$ cat src/rtl/dock_wrap_pkg.sv
// Package: shared types for the dock handshake wrapper.
// Assumes nothing beyond the IEEE 1800-2017 language.
package dock_wrap_pkg;

    // Outcome of the joint flush evaluation across all input docks.
    typedef enum logic [1:0] {
        JOIN_NONE    = 2'd0,  // condition unmet or no token present
        JOIN_ALL     = 2'd1,  // every dock holds a token
        JOIN_PARTIAL = 2'd2   // some docks hold a token
    } join_kind_t;

endpackage

$ cat src/rtl/flush_join.sv
// Module: flush_join
// Combinational joint flush decision. It yields a per-dock set mask for the
// flush flags. Assumes ack_reg reflects the lanes' acknowledge registers.
module flush_join
    import dock_wrap_pkg::*;
#(
    parameter int N_IN = 3
) (
    input  logic [N_IN-1:0] raw_req,
    input  logic [N_IN-1:0] ack_reg,
    input  logic [N_IN-1:0] token,
    output logic [N_IN-1:0] set_mask
);

    join_kind_t kind;

    // Classify the current cycle against the joint rule.
    always_comb begin
        if (!(&raw_req) || (|ack_reg) || !(|token))
            kind = JOIN_NONE;
        else if (&token)
            kind = JOIN_ALL;
        else
            kind = JOIN_PARTIAL;
    end

    // Turn the classification into flag set enables.
    always_comb begin
        case (kind)
            JOIN_ALL:     set_mask = '1;
            JOIN_PARTIAL: set_mask = ~token;
            default:      set_mask = '0;
        endcase
    end

endmodule

$ cat src/rtl/dock_in_lane.sv
// Module: dock_in_lane
// One input dock: acknowledge register, flush flag, token masking and the
// merged acknowledge. Assumes a four-phase handshake from the fabric.
module dock_in_lane (
    input  logic clk,
    input  logic rst_n,
    input  logic raw_req,
    input  logic token,
    input  logic take,
    input  logic set_flag,
    output logic valid,
    output logic ack_reg,
    output logic ack_out
);

    logic flag_q;

    // Hide flush tokens from the unit.
    always_comb valid = raw_req & ~token;

    // Present either a real acknowledge or a forced flush acknowledge.
    always_comb ack_out = ack_reg | flag_q;

    // Acknowledge register: cleared by request drop, set by a unit take.
    always_ff @(posedge clk) begin
        if (!rst_n)
            ack_reg <= 1'b1;
        else if (!raw_req)
            ack_reg <= 1'b0;
        else if (take && valid && !ack_reg)
            ack_reg <= 1'b1;
    end

    // Flush flag: cleared by request drop, set by the joint rule.
    always_ff @(posedge clk) begin
        if (!rst_n)
            flag_q <= 1'b0;
        else if (!raw_req)
            flag_q <= 1'b0;
        else if (set_flag)
            flag_q <= 1'b1;
    end

    p_ack_drop_r4: assert property (@(posedge clk) disable iff (!rst_n)
        !raw_req |=> !ack_reg);
    p_flag_drop_r5: assert property (@(posedge clk) disable iff (!rst_n)
        !raw_req |=> !ack_out);
    p_ack_hold_r4: assert property (@(posedge clk) disable iff (!rst_n)
        (ack_reg && raw_req) |=> ack_reg);

endmodule

$ cat src/rtl/dock_out_lane.sv
// Module: dock_out_lane
// One output dock: request register raised by the unit, cleared by the
// fabric acknowledge. Data is not registered here.
module dock_out_lane (
    input  logic clk,
    input  logic rst_n,
    input  logic send,
    input  logic ack,
    output logic req
);

    // Request register with send set and acknowledge clear.
    always_ff @(posedge clk) begin
        if (!rst_n)
            req <= 1'b0;
        else if (req && ack)
            req <= 1'b0;
        else if (send && !req)
            req <= 1'b1;
    end

    p_req_hold_r9: assert property (@(posedge clk) disable iff (!rst_n)
        (req && !ack) |=> req);
    p_req_rise_r9: assert property (@(posedge clk) disable iff (!rst_n)
        (!req && send) |=> req);

endmodule

$ cat src/rtl/dock_wrap.sv
// Module: dock_wrap (top)
// Adapts a unit's input and output docks to the fabric handshake. It handles
// token masking, per-dock flush flags and the joint flush rule. Assumes each
// input slice is WORD_W+1 bits with the token in the top bit.
module dock_wrap #(
    parameter int N_IN   = 3,
    parameter int N_OUT  = 2,
    parameter int WORD_W = 8
) (
    input  logic                    clk,
    input  logic                    rst_n,
    input  logic [N_IN-1:0]         in_req,
    input  logic [N_IN*(WORD_W+1)-1:0] in_data,
    output logic [N_IN-1:0]         in_ack,
    output logic [N_IN-1:0]         unit_in_valid,
    output logic [N_IN*WORD_W-1:0]  unit_in_word,
    input  logic [N_IN-1:0]         unit_take,
    input  logic [N_OUT-1:0]        unit_out_send,
    input  logic [N_OUT*WORD_W-1:0] unit_out_word,
    output logic [N_OUT-1:0]        out_req,
    output logic [N_OUT*WORD_W-1:0] out_data,
    input  logic [N_OUT-1:0]        out_ack
);

    localparam int SLICE_W = WORD_W + 1;

    logic [N_IN-1:0] token;
    logic [N_IN-1:0] ack_reg_w;
    logic [N_IN-1:0] set_mask;

    flush_join #(.N_IN(N_IN)) join_i (
        .raw_req  (in_req),
        .ack_reg  (ack_reg_w),
        .token    (token),
        .set_mask (set_mask)
    );

    for (genvar i = 0; i < N_IN; i++) begin : g_in
        // Split each dock slice into token bit and data word.
        always_comb begin
            token[i] = in_data[i*SLICE_W + WORD_W];
            unit_in_word[i*WORD_W +: WORD_W] = in_data[i*SLICE_W +: WORD_W];
        end

        dock_in_lane lane_i (
            .clk      (clk),
            .rst_n    (rst_n),
            .raw_req  (in_req[i]),
            .token    (token[i]),
            .take     (unit_take[i]),
            .set_flag (set_mask[i]),
            .valid    (unit_in_valid[i]),
            .ack_reg  (ack_reg_w[i]),
            .ack_out  (in_ack[i])
        );
    end

    for (genvar j = 0; j < N_OUT; j++) begin : g_out
        dock_out_lane lane_o (
            .clk   (clk),
            .rst_n (rst_n),
            .send  (unit_out_send[j]),
            .ack   (out_ack[j]),
            .req   (out_req[j])
        );
    end

    // Output words go to the fabric unmodified.
    always_comb out_data = unit_out_word;

    always_comb begin
        if (rst_n) begin
            p_mask_r2: assert ((unit_in_valid & token) == '0);
            p_merge_r3: assert ((ack_reg_w & ~in_ack) == '0);
        end
    end

    p_all_token_r6: assert property (@(posedge clk) disable iff (!rst_n)
        ((&in_req) && !(|ack_reg_w) && (&token)) |=> (&in_ack));
    p_partial_r7: assert property (@(posedge clk) disable iff (!rst_n)
        ((&in_req) && !(|ack_reg_w) && (|token) && !(&token))
        |=> ((in_ack & ~$past(token)) == ~$past(token)));

endmodule

$ cat config.mk
export PLATFORM = sky130hd
export DESIGN_NAME = dock_wrap
export DESIGN_NICKNAME = d
export VERILOG_FILES = /design/src/rtl/dock_wrap_pkg.sv /design/src/rtl/flush_join.sv /design/src/rtl/dock_in_lane.sv /design/src/rtl/dock_out_lane.sv /design/src/rtl/dock_wrap.sv
export SDC_FILE = /design/constraint.sdc
export NUM_CORES = 1
export LEC_CHECK = 0
export BUFFER_PORTS_ARGS = -buffer_cell sky130_fd_sc_hd__buf_4
export CAP_MARGIN = 20
export CORE_MARGIN = 2
export CORE_UTILIZATION = 30
export DETAILED_ROUTE_END_ITERATION = 10
export PLACE_DENSITY = 0.8
export REMOVE_ABC_BUFFERS = 1
export SLEW_MARGIN = 40
export SYNTH_ARGS = -nofsm -noshare
export SYNTH_HDL_FRONTEND = slang
export SYNTH_SLANG_ARGS = --single-unit
$ cat constraint.sdc
create_clock -name clk -period 3 [get_ports clk]
set_input_delay 0.45 -clock clk [delete_from_list [all_inputs] [get_ports clk]]
set_output_delay 0.45 -clock clk [all_outputs]
set_load 0.01 [all_outputs]
== Word level (Yosys, flattened, before mapping) ==
Cells that the tools add are included.
Cells by class
  reduce and logical (&&, ||, !) cells: 28
  bitwise operators: 11
  equal/unequal tests: 5
  multiplexer cells: 9
Operators by type and width (number)
  $logic_and 1x1->1: 10
  $logic_not 1->1: 7
  $mux 1: 6
  $ne 2x1->1 const B: 3
  $pmux 3 s2: 1
  $reduce_and 2->1: 3
  $reduce_and 3->1: 2
  $reduce_or 3->1: 2
  $mux 2: 2
  $not 1->1: 4
  $reduce_or 2->1: 2
  $and 1x1->1: 3
  $not 3->3: 1
  $or 1x1->1: 3
  $eq 2x1->1 const B: 1
  $eq 2x2->1 const B: 1
  $logic_or 1x1->1: 2
Storage, ports and cells
  bits in registers: 8
  output and inout port bits: 48
  input bits: 55

== Longest topological paths before layout ==
Gate-level depths: netlist of the first run.
  depth in word-level cells: 7
  mapped depth: 3
  mapped depth without buffers: 3

== By module ==
A second synthesis of the first run with hierarchy kept.
Second synthesis, totals
  cell total of the unflattened synthesis: 78
  area, all modules: 663.1 um2
By module, submodules not included
  dock_wrap: cells each 40, times used 1, area each 300.3 um2
  dock_in_lane: cells each 7, times used 3, area each 76.3 um2
  dock_out_lane: cells each 3, times used 2, area each 33.8 um2
  flush_join: cells each 11, times used 1, area each 66.3 um2

== Worst setup path after synthesis of the first run ==
No wires, ideal clock.
  path kind: register -> output
  from: register g_in[1].lane_i.ack_reg
  to: output port in_ack[1]
  slack: 1.847 ns
  cell stages (with the launch flop): 3
  data required time: 2.550 ns
  buffers on the path: 1
  arrival time: 0.703 ns
  cells stage by stage: dfxtp_1 or2_2 buf_4
On the way
  cells in the longest elaborated chain, start to end: 1
Ends and longest elaborated chain
  from (decl): line dock_in_lane.sv:12  | output logic ack_reg,
  from (signal assigned): line dock_in_lane.sv:27  | ack_reg <= 1'b1;
  from (signal assigned): line dock_in_lane.sv:29  | ack_reg <= 1'b0;
  from (signal assigned): line dock_in_lane.sv:31  | ack_reg <= 1'b1;
  $or 1x1->1: line dock_in_lane.sv:22  | always_comb ack_out = ack_reg | flag_q;
  to (decl): line dock_wrap.sv:14  | output logic [N_IN-1:0] in_ack,
No other way between the ends.

== Worst setup path after layout of the first run ==
Same ends and word-level chain as after synthesis.

==> key figures, run 1 <==
Clock tree
  • Bufs on Longest Clock Path: 2
  • Reg clk slew, reported paths: roughly 50 ps
  • Clk_lat worst skew: 250 ps
  • Post-CTS setup buffer count: 0
  • H-Tree Level Count: 1
  • CTS Root Cell: clkbuf_4
  • PostCTS Resize Cnt: 0
  • CTS tree: yes
  • Cts hold-fix bufs: 0
  • CTS Sinks: 8
  • Clock buffer count from CTS: 3

Power and ir drop
  • Leak Pwr: between 0.2 and 0.3 nW
  • Clk pwr share: 32.0%
  • Switch share: between 20% and 30%
  • Flop pwr share: a little under half
  • Worst vdd ir: 0.1208 mV
  • Pwr dens: just under 400 mW/mm2
  • Switching pwr: between 0.05 and 0.06 mW
  • Internal power: roughly 0.19 mW
  • Comb power frac: approximately a fifth

Floorplan
  • Die Ht: ~54 um
  • Core Area: 0.002432 mm2
  • I/O Pins: 103
  • Row count: 18
  • Die footprint: around 0.0030 mm2
  • Die width: ~54 um
  • Initial core utilization: between 30% and 40%

Synth
  • Most numerous cell in the Yosys netlist: buf_4
  • Post-synth EDFFs: 0
  • Top cells by count, synth: 48 x buf_4, 8 x dfxtp_1, 5 x inv_1, 5 x nor2b_1, 4 x o21ai_0
  • Netlist cell types: 22
  • Post-synth top flop: dfxtp_1
  • Cell count after synthesis: 95
  • Netlist Area Pre-Place: ~760 um2
  • Top cells by area, synth: buf_4 47%, dfxtp_1 21%, nor2b_1 4.1%
  • Syn avg cell area: approximately 8 um2
  • Register area share after synthesis: 21.05%
  • Leading area contributor after synthesis: buf_4
  • FF+latch count, synth: 8
  • Synth warnings: 0
  • Ys async rst share: 0%
  • Synth top area share: between 40% and 50%

Timing
  • Final hold violations: 0
  • Tcrit/Tclk final: between 40% and 50%
  • Unrepaired setup endpoints after global routing: false
  • Clk_skew: 2.754 ps
  • Worst-Margin Slew: about 250 ps
  • Slew Viols, Final: 0
  • Fmax achieved: a little under 700 MHz
  • Relative slew slack: a little over four fifths
  • Tmin final: 1459 ps
  • Worst Hold Slack: approximately 430 ps
  • Endpoints failing setup: 0
  • Setup WS post-layout: around 1500 ps
  • Total negative slack: 0 ps

Setup path
  • Cell family with most CP delay: flip-flops
  • Critical-path top delay cell: dfxtp_1
  • Critical Path Sink Type: output pin
  • Crit Path Max Fanout: 3
  • Worst EP arrival: 1010 ps
  • Critical path buffers and inverters: 1
  • CP startpoint kind: flop
  • Worst EP required: roughly 2600 ps
  • Slowest stage delay, CP: around 320 ps
  • WS Path Type: flop to output pin
  • Cell breakdown of the critical path: or2_2 -> buf_4

Final layout
  • # diodes: 0
  • Layout cells sized above 1: about 44%
  • Register area: ~160 um2
  • Area occupied by multi-input gates: between 200 and 250 um2
  • Area delta synth->final: -18.26%
  • Fillers: approximately 270
  • Layout Nets: 128

Placement
  • Routability cong.: 0.7247
  • I/O Buffers: 22
  • Pre-CTS setup slack: 1699 ps
  • Hpwl dp: 3057 um

Global route
  • Initial antenna violation count: 0
  • Global-route total usage across every layer: a little over a fifth
  • Global-route wire length before repair: between 3000 and 4000 um
  • Largest net degree at the start of global routing: 12
  • Vias in the first global route: 444
  • Gr ovfl total: 0

Drt
  • Detailed-route DRC error count: 0
  • Vias per cell: between 4 and 5
  • Final wirelength: ~3200 um
  • DRT iter0 DRCs: 2
  • Final ANT Viol Nets: 0
  • Router iterations before antenna repair: 2
  • DR WL/cell: ~32 um
  • Vias: 480

Run
  • MaxCap Viol Count: 0

Hold path
  • Hold Crit Class: input port to flop

Outcome
  • Status: finished clean
per-stage QoR:
step	std cells	utilization, %	power [mW]	area (um2)
finish	101	25.57	0.2441	621.8
global route	101	25.57	0.2574	621.8
CTS	101	25.57	0.2494	621.8
detailed placement	98	24.64	0.1686	599.3
global placement	98	24.64	0.1668	599.3
floorplan	46	-	0.1355	396.6
cells in the final DEF (no fill, tap or decap), drive strengths merged, types with 2 or more instances in the layout:
master / count
o21ai: 4
a21oi: 2
buf: 22
or2: 3
inv: 5
nand3: 3
and2: 2
dfxtp: 8
mux2i: 2
nand2: 3
nor2b: 5
clkbuf: 3
cell type report:
cell class	instances	area share [%]
clock buffer	3	3.622
inverter	5	3.018
multi-input combinational	33	35.01
sequential	8	25.75
tap	30	6.036
timing repair buffer	22	26.56
path summary, 6_finish.rpt:
check / startpoint / endpoint / slack [ps] / depth (start not counted)
min reg2reg: g_in[2].lane_i.flag_q$_SDFFE_PN0P_ / g_in[2].lane_i.flag_q$_SDFFE_PN0P_ / 490 / 2
max: g_in[1].lane_i.ack_reg$_SDFFE_PN1P_ / in_ack[1] / 1540 / 2
max reg2reg: g_in[1].lane_i.ack_reg$_SDFFE_PN1P_ / g_in[2].lane_i.flag_q$_SDFFE_PN0P_ / 1950 / 3
min: rst_n / g_in[1].lane_i.ack_reg$_SDFFE_PN1P_ / 430 / 2
logic make-up after synthesis:
| logic type | after synthesis | share of synthesized area, % |
|---|---|---|
| AO/OA/AOI/OAI | 11 | 9.869 |
| flip-flops | 8 | 21.05 |
| multiplexers | 2 | 2.632 |
| AND/OR/NAND/NOR | 20 | 16.12 |
| buffers and inverters | 54 | 50.33 |
power groups by stage:
stage	logic [mW]	registers, mW	clock network (mW)
final	0.0514	0.115	0.0782
after CTS	0.0520	0.114	0.0830
after floorplan	0.0186	0.117	0
after detailed placement	0.0519	0.117	0
after global placement	0.0504	0.116	0
after global routing	0.0562	0.115	0.0864
metal layers:
metal  vias to the layer above  share of wire, %  global-route usage, %
li1                        211                 -                      -
met5                         -                 0                      0
met2                        58                47                  36.75
met4                         0               1.9                  6.250
met1                       203                18                  10.49
met3                         8                33                  31.69
(Power assumes the default switching activity.)
==> inputs of run 2 (changes only) <==
--- a/config.mk
+++ b/config.mk
@@ -8,9 +8,9 @@
 export BUFFER_PORTS_ARGS = -buffer_cell sky130_fd_sc_hd__buf_4
 export CAP_MARGIN = 20
 export CORE_MARGIN = 2
-export CORE_UTILIZATION = 30
+export CORE_UTILIZATION = 28
 export DETAILED_ROUTE_END_ITERATION = 10
-export PLACE_DENSITY = 0.8
+export PLACE_DENSITY = 0.79
 export REMOVE_ABC_BUFFERS = 1
 export SLEW_MARGIN = 40
 export SYNTH_ARGS = -nofsm -noshare
==> constraint.sdc (replaced) <==
create_clock -name clk -period 1.2 [get_ports clk]
set_input_delay 0.18 -clock clk [delete_from_list [all_inputs] [get_ports clk]]
set_output_delay 0.18 -clock clk [all_outputs]
set_load 0.01 [all_outputs]
==> run 2 against run 1 <==
Against the previous run: count of clock-buffer cells in the layout is the same; via count rose by 4.8%; sequential cell count unchanged; global-route usage fell by 0.51 points; core utilization is 0.47 points lower; final cell count unchanged; non-clock buffer count stayed put; highest routed layer unchanged.
==> key figures, run 2 (same netlist as run 1, synthesis figures left out) <==
Timing
  • Endpoints failing setup: 0
  • Slew Viols, Final: 0
  • Clk_skew: between 0.5 and 0.6 ps
  • Total negative slack: 0 ps
  • Fmax achieved: between 800 and 900 MHz
  • Tcrit/Tclk final: a little over nine tenths
  • Worst-Margin Slew: 191.4 ps
  • Final hold violations: 0
  • Tmin final: approximately 1200 ps
  • Unrepaired setup endpoints after global routing: false
  • Relative slew slack: just under 90%

Final layout
  • # diodes: 0
  • Core Util, Final: 25.10%
  • Most common cell after layout, fill and taps aside: buf_4
  • Commonest non-fill, non-tap cells in the layout: 21 x buf_4, 6 x dfxtp_1, 5 x nor2b_1, 5 x inv_1, 4 x o21ai_0
  • Area delta synth->final: -16.78%
  • Fillers: 285
  • Layout Nets: ~130
  • Area occupied by multi-input gates: between 200 and 250 um2
  • Register area: about 160 um2
  • Layout cells sized above 1: a little under half

Global route
  • Initial antenna violation count: 0
  • Global-route wire length before repair: roughly 4300 um
  • Gr ovfl total: 0
  • Global-route total usage across every layer: 20.94%
  • Vias in the first global route: between 400 and 500
  • Largest net degree at the start of global routing: 12

Floorplan
  • Die Ht: 56.13 um
  • Die width: around 56 um
  • Die footprint: about 0.0032 mm2
  • Initial core utilization: 30.16%
  • I/O Pins: ~100
  • Row count: 18
  • Core Area: between 0.002 and 0.003 mm2

Drt
  • Final ANT Viol Nets: 0
  • Vias per cell: roughly 5.0
  • Final wirelength: ~3400 um
  • Router iterations before antenna repair: 4
  • Detailed-route DRC error count: 0
  • DRT iter0 DRCs: 17
  • DR WL/cell: 33.31 um
  • Vias: 503

Power and ir drop
  • Flop pwr share: a little under half
  • Leak Pwr: 0.2939 nW
  • Worst vdd ir: 0.3744 mV
  • Pwr dens: 998.0 mW/mm2
  • Clk pwr share: between 30% and 40%
  • Comb power frac: between 20% and 30%
  • Switch share: roughly a quarter
  • Internal power: 0.4711 mW
  • Switching pwr: 0.1607 mW

Setup path
  • WS Path Type: flop to output pin
  • Worst EP arrival: between 900 and 1000 ps
  • CP startpoint kind: flop
  • Worst EP required: between 1000 and 1500 ps
  • Crit Path Max Fanout: 2
  • Critical Path Sink Type: output pin

Clock tree
  • Bufs on Longest Clock Path: 2
  • Reg clk slew, reported paths: 60 ps
  • CTS Sinks: 8
  • CTS tree: yes
  • PostCTS Resize Cnt: 0
  • CTS Root Cell: clkbuf_4
  • Cts hold-fix bufs: 0
  • H-Tree Level Count: 1
  • Clk_lat worst skew: about 250 ps
  • Post-CTS setup buffer count: 0
  • Clock buffer count from CTS: 3

Outcome
  • Status: finished clean

Hold path
  • Hold Crit Class: input port to flop

Run
  • MaxCap Viol Count: 0

Placement
  • Hpwl dp: a little over 3000 um
  • Routability cong.: a little over 0.8
  • I/O Buffers: 22
[run 2: cell types whose count changed in the layout (fill, tap and decap cells not counted)]
cell	before	now
buf_4	22	21
or2_2	3	1
or2_4	0	2
buf_6	0	1
dfxtp_1	8	6
dfxtp_2	0	2
[run 2: power by group through the flow]
stage	combinational (mW)	clock, mW	sequential, mW
floorplan	0.0466	0	0.292
global placement	0.126	0	0.291
detailed placement	0.132	0	0.291
CTS	0.133	0.214	0.285
global route	0.149	0.225	0.288
finish	0.137	0.208	0.286
[run 2: metrics by stage]
stage | cell area, um2 | instances | hold slack (ps) | setup WS [ps] | power, mW
after floorplan | 396.6 | 46 | 241.9 | 246.1 | 0.3387
after global placement | 599.3 | 98 | 360.3 | 224.2 | 0.4171
after detailed placement | 599.3 | 98 | 360.3 | 196.4 | 0.4235
after CTS | 621.8 | 101 | 158.0 | 5.570 | 0.6315
after global routing | 633.1 | 101 | 175.2 | 0.2874 | 0.6614
final | 633.1 | 101 | 162.7 | 31.39 | 0.6318
[run 2: critical path, stage by stage (launching register included)]
cell and delay, ps:
dfxtp_1 300, or2_2 290, buf_4 150
[run 2: cell type report]
class / count / area share (%)
Inverter: 5 / 2.964
Clock buffer: 3 / 3.557
Multi-Input combinational cell: 33 / 35.18
Timing Repair Buffer: 22 / 26.68
Sequential cell: 8 / 25.69
Tap cell: 30 / 5.929
[run 2: metal layers]
metal | wire [um] | global-route usage (%)
met1 | 714 | 11.79
met2 | 1509 | 33.45
met3 | 1105 | 34.19
met4 | 34 | 2.721
met5 | 0 | 0
[run 2: worst paths after layout]
check                                            from                                  end  slack [ps]  cells past startpoint
setup / recovery   g_in[0].lane_i.flag_q$_SDFFE_PN0P_                            in_ack[0]          30                      2
hold / removal                                  rst_n  g_in[0].lane_i.ack_reg$_SDFFE_PN1P_         160                      2
setup reg to reg  g_in[1].lane_i.ack_reg$_SDFFE_PN1P_   g_in[2].lane_i.flag_q$_SDFFE_PN0P_         170                      3
hold reg to reg    g_in[2].lane_i.flag_q$_SDFFE_PN0P_   g_in[2].lane_i.flag_q$_SDFFE_PN0P_         480                      2
